--- src/rtl/cpf_pkg.sv ---
// Package: shared types and the handshake rule for the coprocessor follower.
// Assumes a 32-bit instruction word.
package cpf_pkg;
    localparam int INSTR_W = 32;

    typedef enum logic [1:0] {
        HS_ABSENT = 2'b00,
        HS_WAIT   = 2'b01,
        HS_GO     = 2'b10,
        HS_LAST   = 2'b11
    } hs_e;

    typedef enum logic [1:0] {
        OP_NONE = 2'd0,
        OP_MIN  = 2'd1,
        OP_MOUT = 2'd2,
        OP_ADD  = 2'd3
    } op_e;

    typedef struct packed {
        logic               valid;
        logic [INSTR_W-1:0] instr;
        logic               priv;
        logic [1:0]         isa;
        op_e                op;
    } stage_t;

    // Execute-stage code for a decoded operation.
    function automatic hs_e exe_code(input logic valid, input op_e op);
        if (!valid) return HS_ABSENT;
        case (op)
            OP_MIN, OP_MOUT: return HS_LAST;
            OP_ADD:          return HS_GO;
            default:         return HS_ABSENT;
        endcase
    endfunction
endpackage

--- src/rtl/cpf_decode.sv ---
// Module: cpf_decode
// Classifies the Decode-stage word into an operation, or OP_NONE when the
// word is not for this coprocessor, is in a non-base instruction set, or
// touches the privileged register from user mode.
// Assumes a register count that is a power of two; the top register is privileged.
module cpf_decode
    import cpf_pkg::*;
#(
    parameter logic [3:0] CP_NUM = 4'd7,
    parameter int         NREG   = 8
) (
    input  stage_t stg,
    output op_e    op
);
    localparam int IDXW = $clog2(NREG);
    localparam logic [IDXW-1:0] PRIV_REG = IDXW'(NREG - 1);

    logic [IDXW-1:0] rd, rn, rm;
    logic [3:0]      opf;
    op_e             raw;
    logic            priv_hit;

    // Pick out the fields and the raw operation.
    always_comb begin
        rd  = stg.instr[12 +: IDXW];
        rn  = stg.instr[16 +: IDXW];
        rm  = stg.instr[0  +: IDXW];
        opf = stg.instr[23:20];
        case (opf)
            4'd1:    raw = OP_MIN;
            4'd2:    raw = OP_MOUT;
            4'd3:    raw = OP_ADD;
            default: raw = OP_NONE;
        endcase
    end

    // Privileged register use, counting only the fields the operation reads or writes.
    always_comb begin
        case (raw)
            OP_MIN:  priv_hit = (rd == PRIV_REG);
            OP_MOUT: priv_hit = (rn == PRIV_REG);
            OP_ADD:  priv_hit = (rd == PRIV_REG) || (rn == PRIV_REG) || (rm == PRIV_REG);
            default: priv_hit = 1'b0;
        endcase
    end

    // Final classification.
    always_comb begin
        if (!stg.valid || stg.instr[11:8] != CP_NUM || stg.isa != 2'b00 ||
            (priv_hit && !stg.priv))
            op = OP_NONE;
        else
            op = raw;
    end
endmodule

--- src/rtl/cpf_stages.sv ---
// Module: cpf_stages
// Decode, Execute and Memory registers. All three advance only on an
// enabled edge. Decode loads on a request, Execute takes the decoded
// operation, and Memory takes only passed, recognised work.
// Assumes the host holds pass_in valid on the edge that leaves Execute.
module cpf_stages
    import cpf_pkg::*;
(
    input  logic                clk,
    input  logic                rst_n,
    input  logic                clk_en,
    input  logic                mreq_n,
    input  logic                present,
    input  logic [INSTR_W-1:0]  instr_in,
    input  logic                priv_in,
    input  logic [1:0]          isa_in,
    input  logic                pass_in,
    input  op_e                 dec_op,
    output stage_t              d_q,
    output stage_t              e_q,
    output stage_t              m_q
);
    // Decode register: capture the bus and mode bits on a request.
    always_ff @(posedge clk) begin
        if (!rst_n) begin
            d_q <= '0;
        end else if (clk_en) begin
            d_q.valid <= present && !mreq_n;
            d_q.instr <= instr_in;
            d_q.priv  <= priv_in;
            d_q.isa   <= isa_in;
            d_q.op    <= OP_NONE;
        end
    end

    // Execute register: carry the word with its decoded operation.
    always_ff @(posedge clk) begin
        if (!rst_n) begin
            e_q <= '0;
        end else if (clk_en) begin
            e_q    <= d_q;
            e_q.op <= d_q.valid ? dec_op : OP_NONE;
        end
    end

    // Memory register: keep only passed, recognised instructions.
    always_ff @(posedge clk) begin
        if (!rst_n) begin
            m_q <= '0;
        end else if (clk_en) begin
            m_q       <= e_q;
            m_q.valid <= e_q.valid && pass_in && (e_q.op != OP_NONE);
        end
    end


    // stall_hold_chk
    stall_hold_chk: assert property (@(posedge clk) disable iff (!rst_n)
        !clk_en |=> $stable(d_q) && $stable(e_q) && $stable(m_q));


    // bubble_chk
    bubble_chk: assert property (@(posedge clk) disable iff (!rst_n)
        clk_en && (mreq_n || !present) |=> !d_q.valid);


    // pass_drop_chk
    pass_drop_chk: assert property (@(posedge clk) disable iff (!rst_n)
        clk_en && !pass_in |=> !m_q.valid);
endmodule

--- src/rtl/cpf_regfile.sv ---
// Module: cpf_regfile
// Small register file. Reads happen combinationally in the Memory stage;
// writes commit on the enabled edge that ends the Memory cycle unless late
// cancel is high then.
// Assumes at most one Memory-stage instruction per cycle.
module cpf_regfile
    import cpf_pkg::*;
#(
    parameter int NREG = 8
) (
    input  logic                clk,
    input  logic                rst_n,
    input  logic                clk_en,
    input  logic                late_cancel,
    input  stage_t              m_q,
    input  logic [INSTR_W-1:0]  wdata,
    output logic [INSTR_W-1:0]  rdata
);
    localparam int IDXW = $clog2(NREG);

    logic [NREG-1:0][INSTR_W-1:0] regs;
    logic [IDXW-1:0]              rd, rn, rm;
    logic                         wr_en;
    logic [INSTR_W-1:0]           wr_val;

    // Operand selection and write value for the Memory instruction.
    always_comb begin
        rd     = m_q.instr[12 +: IDXW];
        rn     = m_q.instr[16 +: IDXW];
        rm     = m_q.instr[0  +: IDXW];
        wr_en  = clk_en && m_q.valid && !late_cancel &&
                 (m_q.op == OP_MIN || m_q.op == OP_ADD);
        wr_val = (m_q.op == OP_ADD) ? regs[rn] + regs[rm] : wdata;
        rdata  = (m_q.valid && m_q.op == OP_MOUT) ? regs[rn] : '0;
    end

    // Commit the write at the end of the Memory cycle.
    always_ff @(posedge clk) begin
        if (!rst_n)
            regs <= '0;
        else if (wr_en)
            regs[rd] <= wr_val;
    end


    // cancel_hold_chk
    cancel_hold_chk: assert property (@(posedge clk) disable iff (!rst_n)
        clk_en && late_cancel |=> $stable(regs));


    // stall_regs_chk
    stall_regs_chk: assert property (@(posedge clk) disable iff (!rst_n)
        !clk_en |=> $stable(regs));
endmodule

--- src/rtl/cp_follower.sv ---
// Module: cp_follower (top)
// Follows the host pipeline for one coprocessor and answers the host with
// handshake codes from Decode and Execute.
// Assumes late cancel is raised only in the cycle after a data abort.
module cp_follower
    import cpf_pkg::*;
#(
    parameter logic [3:0] CP_NUM = 4'd7,
    parameter int         NREG   = 8
) (
    input  logic        clk,
    input  logic        rst_n,
    input  logic        clk_en,
    input  logic        mreq_n,
    input  logic        present,
    input  logic [31:0] instr_in,
    input  logic        priv_in,
    input  logic [1:0]  isa_in,
    input  logic        pass_in,
    input  logic        late_cancel_in,
    input  logic [31:0] wdata_in,
    output logic [31:0] rdata_out,
    output logic [1:0]  hs_dec_out,
    output logic [1:0]  hs_exe_out
);
    stage_t d_q, e_q, m_q;
    op_e    dec_op;

    cpf_decode #(.CP_NUM(CP_NUM), .NREG(NREG)) u_decode (
        .stg (d_q),
        .op  (dec_op)
    );

    cpf_stages u_stages (
        .clk      (clk),
        .rst_n    (rst_n),
        .clk_en   (clk_en),
        .mreq_n   (mreq_n),
        .present  (present),
        .instr_in (instr_in),
        .priv_in  (priv_in),
        .isa_in   (isa_in),
        .pass_in  (pass_in),
        .dec_op   (dec_op),
        .d_q      (d_q),
        .e_q      (e_q),
        .m_q      (m_q)
    );

    cpf_regfile #(.NREG(NREG)) u_regfile (
        .clk         (clk),
        .rst_n       (rst_n),
        .clk_en      (clk_en),
        .late_cancel (late_cancel_in),
        .m_q         (m_q),
        .wdata       (wdata_in),
        .rdata       (rdata_out)
    );

    // Handshake codes from the two stages.
    always_comb begin
        hs_dec_out = (d_q.valid && dec_op != OP_NONE) ? HS_GO : HS_ABSENT;
        hs_exe_out = exe_code(e_q.valid, e_q.op);
    end


    // rdata_idle_chk
    rdata_idle_chk: assert property (@(posedge clk) disable iff (!rst_n)
        clk_en && !pass_in |=> rdata_out == '0);


    // absent_chk
    absent_chk: assert property (@(posedge clk) disable iff (!rst_n)
        !present && clk_en |=> hs_dec_out == HS_ABSENT);
endmodule

--- config.mk ---
export PLATFORM = sky130hd
export DESIGN_NAME = cp_follower
export DESIGN_NICKNAME = d
export VERILOG_FILES = /design/src/rtl/cpf_pkg.sv /design/src/rtl/cpf_decode.sv /design/src/rtl/cpf_stages.sv /design/src/rtl/cpf_regfile.sv /design/src/rtl/cp_follower.sv
export SDC_FILE = /design/constraint.sdc
export NUM_CORES = 1
export LEC_CHECK = 0
export BUFFER_PORTS_ARGS = -buffer_cell sky130_fd_sc_hd__buf_2
export CORE_ASPECT_RATIO = 1.75
export CORE_MARGIN = 5
export CORE_UTILIZATION = 60
export CTS_CLUSTER_SIZE = 14
export DETAILED_ROUTE_END_ITERATION = 6
export HOLD_SLACK_MARGIN = 0.05
export PLACE_DENSITY = 0.79
export REMOVE_ABC_BUFFERS = 1
export SETUP_SLACK_MARGIN = 0.02
export SLEW_MARGIN = 20
export SYNTH_ARGS = -nofsm -noshare
export SYNTH_HDL_FRONTEND = slang
export SYNTH_SLANG_ARGS = --single-unit
--- constraint.sdc ---
create_clock -name clk -period 6 [get_ports clk]
set_input_delay 1.5 -clock clk [delete_from_list [all_inputs] [get_ports clk]]
set_output_delay 1.5 -clock clk [all_outputs]
set_load 0.1 [all_outputs]
Word level (Yosys, flattened, before mapping)
Index checks and enable logic that the tools add are counted.

operators by class
  $add $sub $neg = 1
  order comparisons = 4
  equality and inequality tests = 16
  mux-type cells = 16
  reduce and logical (&&, ||, !) cells = 24

operators by type and width
  operator                                                                              count
  256-bit bitwise mux                                                                   1
  32-bit binary-select mux with 3-bit select                                            2
  32-bit 2-to-1 mux                                                                     5
  32-bit demux with 3-bit select                                                        1
  32-bit adder                                                                          1
  2-bit equality test (second input constant)                                           6
  3-bit by 4-bit < comparator with 1-bit output (second input constant)                 3
  1-bit logical AND                                                                     10
  3-bit equality test (second input constant)                                           3
  4-bit by 2-bit equality test with 1-bit output (second input constant)                2
  2-bit 2-to-1 mux                                                                      4
  2-bit by 1-bit equality test with 1-bit output (second input constant)                3
  1-bit logical OR                                                                      6
  2-bit case mux with 3 select lines                                                    1
  2-bit nonzero test                                                                    3
  4-bit by 1-bit equality test with 1-bit output (second input constant)                1
  1-bit zero test                                                                       4
  4-bit by 3-bit inequality test with 1-bit output (second input constant)              1
  2-bit case mux with 2 select lines                                                    1
  3-bit by 1-bit greater-or-equal comparator with 1-bit output (second input constant)  1
  1-bit case mux with 3 select lines                                                    1
  2-bit OR reduction                                                                    1

storage, ports and cells
  register bits = 328
  input bits = 74
  logic and storage cells = 79

Longest topological paths before layout
  depth in word-level cells = 10
  mapped depth = 15
  mapped depth without buffers = 12

Modules after synthesis
A second synthesis with hierarchy kept.

unflattened totals
  cell total of the unflattened synthesis = 1905
  area, all modules = 19243.5 um^2

by module, submodules not included
  module       instances  cells each  area each (um^2)  seq. area each (um^2)
  cpf_regfile  1          1516        14833.0           5124.9
  cpf_stages   1          369         4274.1            2242.2
  cpf_decode   1          12          82.6              0.0
  cp_follower  1          8           53.8              0.0

Least setup slack after synthesis
Ideal clock, no wire load.

  path type = register to register
  start point = reg, netlist name u_stages.m_q[5]
  end point = reg u_regfile.regs[220] (netlist bit)
  library setup time = 0.141 ns
  arrival = 4.304 ns
  required time = 5.859 ns
  path slack = 1.555 ns
  stages on the path, launching flop included = 15
  period minus slack after synthesis = 4.445 ns
  path through = dfxtp_1 buf_4 buf_1 mux4_2 mux2_2 ha_1 fa_1 a21o_1 a221o_1 a41oi_2 a21oi_1 o21ai_1 o21ba_2 mux2i_1 a31oi_1

on the way
  cells in the longest elaborated chain, start to end = 5

ends and longest elaborated chain
  item                                        line               RTL
  32-bit binary-select mux with 3-bit select  cpf_regfile.sv:33  wr_val = (m_q.op == OP_ADD) ? regs[rn] + regs[rm] : wdata;
  32-bit 2-to-1 mux (implied by the code)     cpf_regfile.sv:33
  32-bit adder                                cpf_regfile.sv:33
  32-bit 2-to-1 mux                           cpf_regfile.sv:33
  256-bit bitwise mux                         cpf_regfile.sv:42  regs[rd] <= wr_val;
  end signal, assigned by index               cpf_regfile.sv:42
  end, declared                               cpf_regfile.sv:21  logic [NREG-1:0][INSTR_W-1:0] regs;

No other way between the ends. The select of a mux whose other input is x is not followed.
A chain may end at the register's enable or synchronous reset.

Worst setup path in the final report
  start point = reg, netlist name u_stages.m_q[21]
  end point = reg u_regfile.regs[28] (netlist bit)

on the way
  cells in the longest elaborated chain, start to end = 5

ends and longest elaborated chain
  item                                        line
  32-bit binary-select mux with 3-bit select  cpf_regfile.sv:33
  32-bit 2-to-1 mux (implied by the code)     cpf_regfile.sv:33
  32-bit adder                                cpf_regfile.sv:33
  32-bit 2-to-1 mux                           cpf_regfile.sv:33
  256-bit bitwise mux                         cpf_regfile.sv:42

No other way between the ends. The select of a mux whose other input is x is not followed.

==> results.cfg <==
[sta]
worst_slack_ns = 1.156
skew_ns = 0.02590
timing.final.crit_share = 0.8073
fin_crit_ns = 4.844
fin_hold_ws_ns = 0.4847
finalSetupTns_ns = 0
worst_pin_slew_ns = 1.022
hold_viol_final = 0
clock.fmax_ghz = 0.2065
slew_violations = 0
setup_viol = 0
grt_setup_unrepaired = no
slew_headroom = 0.3186

[die]
core-area_sq_mm = 0.02777
die_height_um = 230.8
pin_count = 110
dieArea_sq_mm = 0.03143
initial_core_util = 0.6020
fp.dieW_um = 136.2
rows = 81

[drt]
vias = 14300
finalWirelength_um = 47660
drt_iter0_drc = 1289
vias_per_cell = 6.727
drtAntennaViolNets = 0
first_pass_iters = 7
wire_per_inst_um = 22.42
drc = 1

[clock_network]
h-tree-depth = 1
cts_resized = 0
cts_tree = built
post_cts_buffers = 0
clkLatencyLatePin_ns = 0.58
hold_buffers = 0
clockRootBuffer = clkbuf_16
clk_pin_slew_ns = 0.07
clockBufferDepth = 3
numClockSinks = 301
cts_made_buffers = 28

[critical_path]
crit_start = u_stages.m_q[21]
r2r-end = u_regfile.regs[28]
start_kind = flop
timing.rr.start = u_stages.m_q[21]
worstSetupEndpoint = u_regfile.regs[28]
required_ns = 6.42
critPathMaxFanout = 30
reg2reg_slack_ns = 1.16
critPathArrivalTime_ns = 5.26
ff2ff_path_depth = 12
end_kind = flop
path_class = reg -> reg

[logic_synthesis]
synth_common_cells = dfxtp_1, nor2_1, a211oi_1, mux4_2, a21oi_1
yosys_warnings = 0
yosysTopAreaCellShare = 0.3605
yosysSeqAreaShare = 0.3605
synth_cell_type_count = 69
avgSynthCellArea_sq_um = 9.646
synth_top_family_by_area = multiplexers
synth.most_common_cell = dfxtp_1
synth_top_cell_by_area = dfxtp_1
muxShareOfSynthArea = 0.2456
synth_async_sr_flop_share = 0
synthTopCellsByArea = dfxtp_1, mux4_2, nor2_1
synth_adder_area_share = 0.02515
synth-compound-area-share = 0.1922
synthSimpleGateAreaFrac = 0.1291
synth_seq_cells = 301
synth_edf_count = 0
synthXorXnorAreaFrac = 0.008383
ys.flop_type = dfxtp_1
syn-cell-area_sq_mm = 0.01672
netlist_instances = 1733

[outcome]
outcome = complete, but fails checks
violations = design-rule violations

[global_routing]
grt_antenna_before_repair = 0
overflow = 0
first_global_vias = 14410
grt_max_degree = 101
track_usage = 0.3034
grt_pass1_wl_um = 75930

[placement]
pre_cts_ws_ns = 1.182
io_buffers = 93
routabilityCongestion = 0.9214
dpl.hpwl_um = 31020

[layout]
drive_gt1_frac = 0.2230
final_nets = 1841
antenna_cells = 0
area_delta_synth_final_pct = 9.371

[job]
drv_cap = 0

[power]
power.total_w = 0.003971
cellLeakagePower_nw = 6.556
power_density_mw_per_mm2 = 217.2
vdd_drop_max_v = 0.0002329

[worst_hold_path]
hp-class = reg -> reg
registers in the layout (all words and copies together), names as in the netlist:
name and cells:
u_regfile.regs 256, u_stages.d_q 21, u_stages.e_q 12, u_stages.m_q 12
worst min path at each step:
stage	start	to	slack, ns	depth (start not counted)
floorplan	u_regfile.regs[205]	u_regfile.regs[205]	0.45	2
global placement	u_regfile.regs[191]	u_regfile.regs[191]	0.46	2
detailed placement	u_regfile.regs[223]	u_regfile.regs[223]	0.48	2
CTS	u_regfile.regs[223]	u_regfile.regs[223]	0.48	2
global route	u_regfile.regs[223]	u_regfile.regs[223]	0.50	2
finish	u_regfile.regs[223]	u_regfile.regs[223]	0.48	2
cells in the final DEF, fill, tap and decap left out, drive strengths merged, types with 18 or more instances in the layout:
cell / instances
dfxtp: 301
nor2: 267
a211oi: 132
mux4: 128
a21oi: 128
buf: 124
o21ai: 96
mux2: 63
nand2: 63
mux2i: 50
clkbuf: 44
nand3: 40
nor2b: 33
ha: 32
a31oi: 25
and3: 18
routing by layer:
| layer | GRT usage | vias to the layer above | part of all wire |
|---|---|---|---|
| met5 | 0 | - | 0 |
| met4 | 0.1728 | 0 | 0.061 |
| met3 | 0.04034 | 176 | 0.078 |
| met2 | 0.5152 | 753 | 0.50 |
| met1 | 0.3666 | 6845 | 0.37 |
| li1 | - | 6527 | - |
cell families (layout without fill, tap and decap cells):
kind of cell,after synthesis,count (layout)
compound gates,489,489
simple gates,483,483
flops,301,301
mux,241,241
buf+inv,169,189
fa+ha+maj,33,33
xor+xnor,16,16
other cells,1,1
critical path, cell delays in order (launching register included):
cell and delay, ns:
dfxtp_4 0.77, mux4_2 0.58, mux2_2 0.29, ha_1 0.27, fa_1 0.43, a21o_1 0.22, a221o_1 0.37, a41oi_2 0.32
a21oi_1 0.18, o21ai_1 0.27, o21ba_2 0.23, mux2i_1 0.56, a31oi_1 0.19
metrics by stage:
stage	utilization	cell area (sq um)	std cells
after global placement	0.6258	17380	2077
after global routing	0.6584	18280	2126
after floorplan	-	16130	1580
after detailed placement	0.6258	17380	2077
after CTS	0.6584	18280	2126
final	0.6584	18280	2126
final cells by class:
type / instances / area [sq um]
Clock buffer: 44 / 840.8
Clock inverter: 5 / 63.81
Fill cell: 2202 / 9485
Inverter: 16 / 65.06
Multi-Input combinational cell: 1263 / 10090
Sequential cell: 301 / 6038
Tap cell: 373 / 466.7
Timing Repair Buffer: 124 / 723.2
power breakdown:
part	leakage, nW	internal (W)	switching, W
combinational	3.68	0.0000531	0.000103
sequential	2.43	0.00201	0.0000147
clock	0.441	0.00100	0.000792
Power figures use the tool's default switching activity.
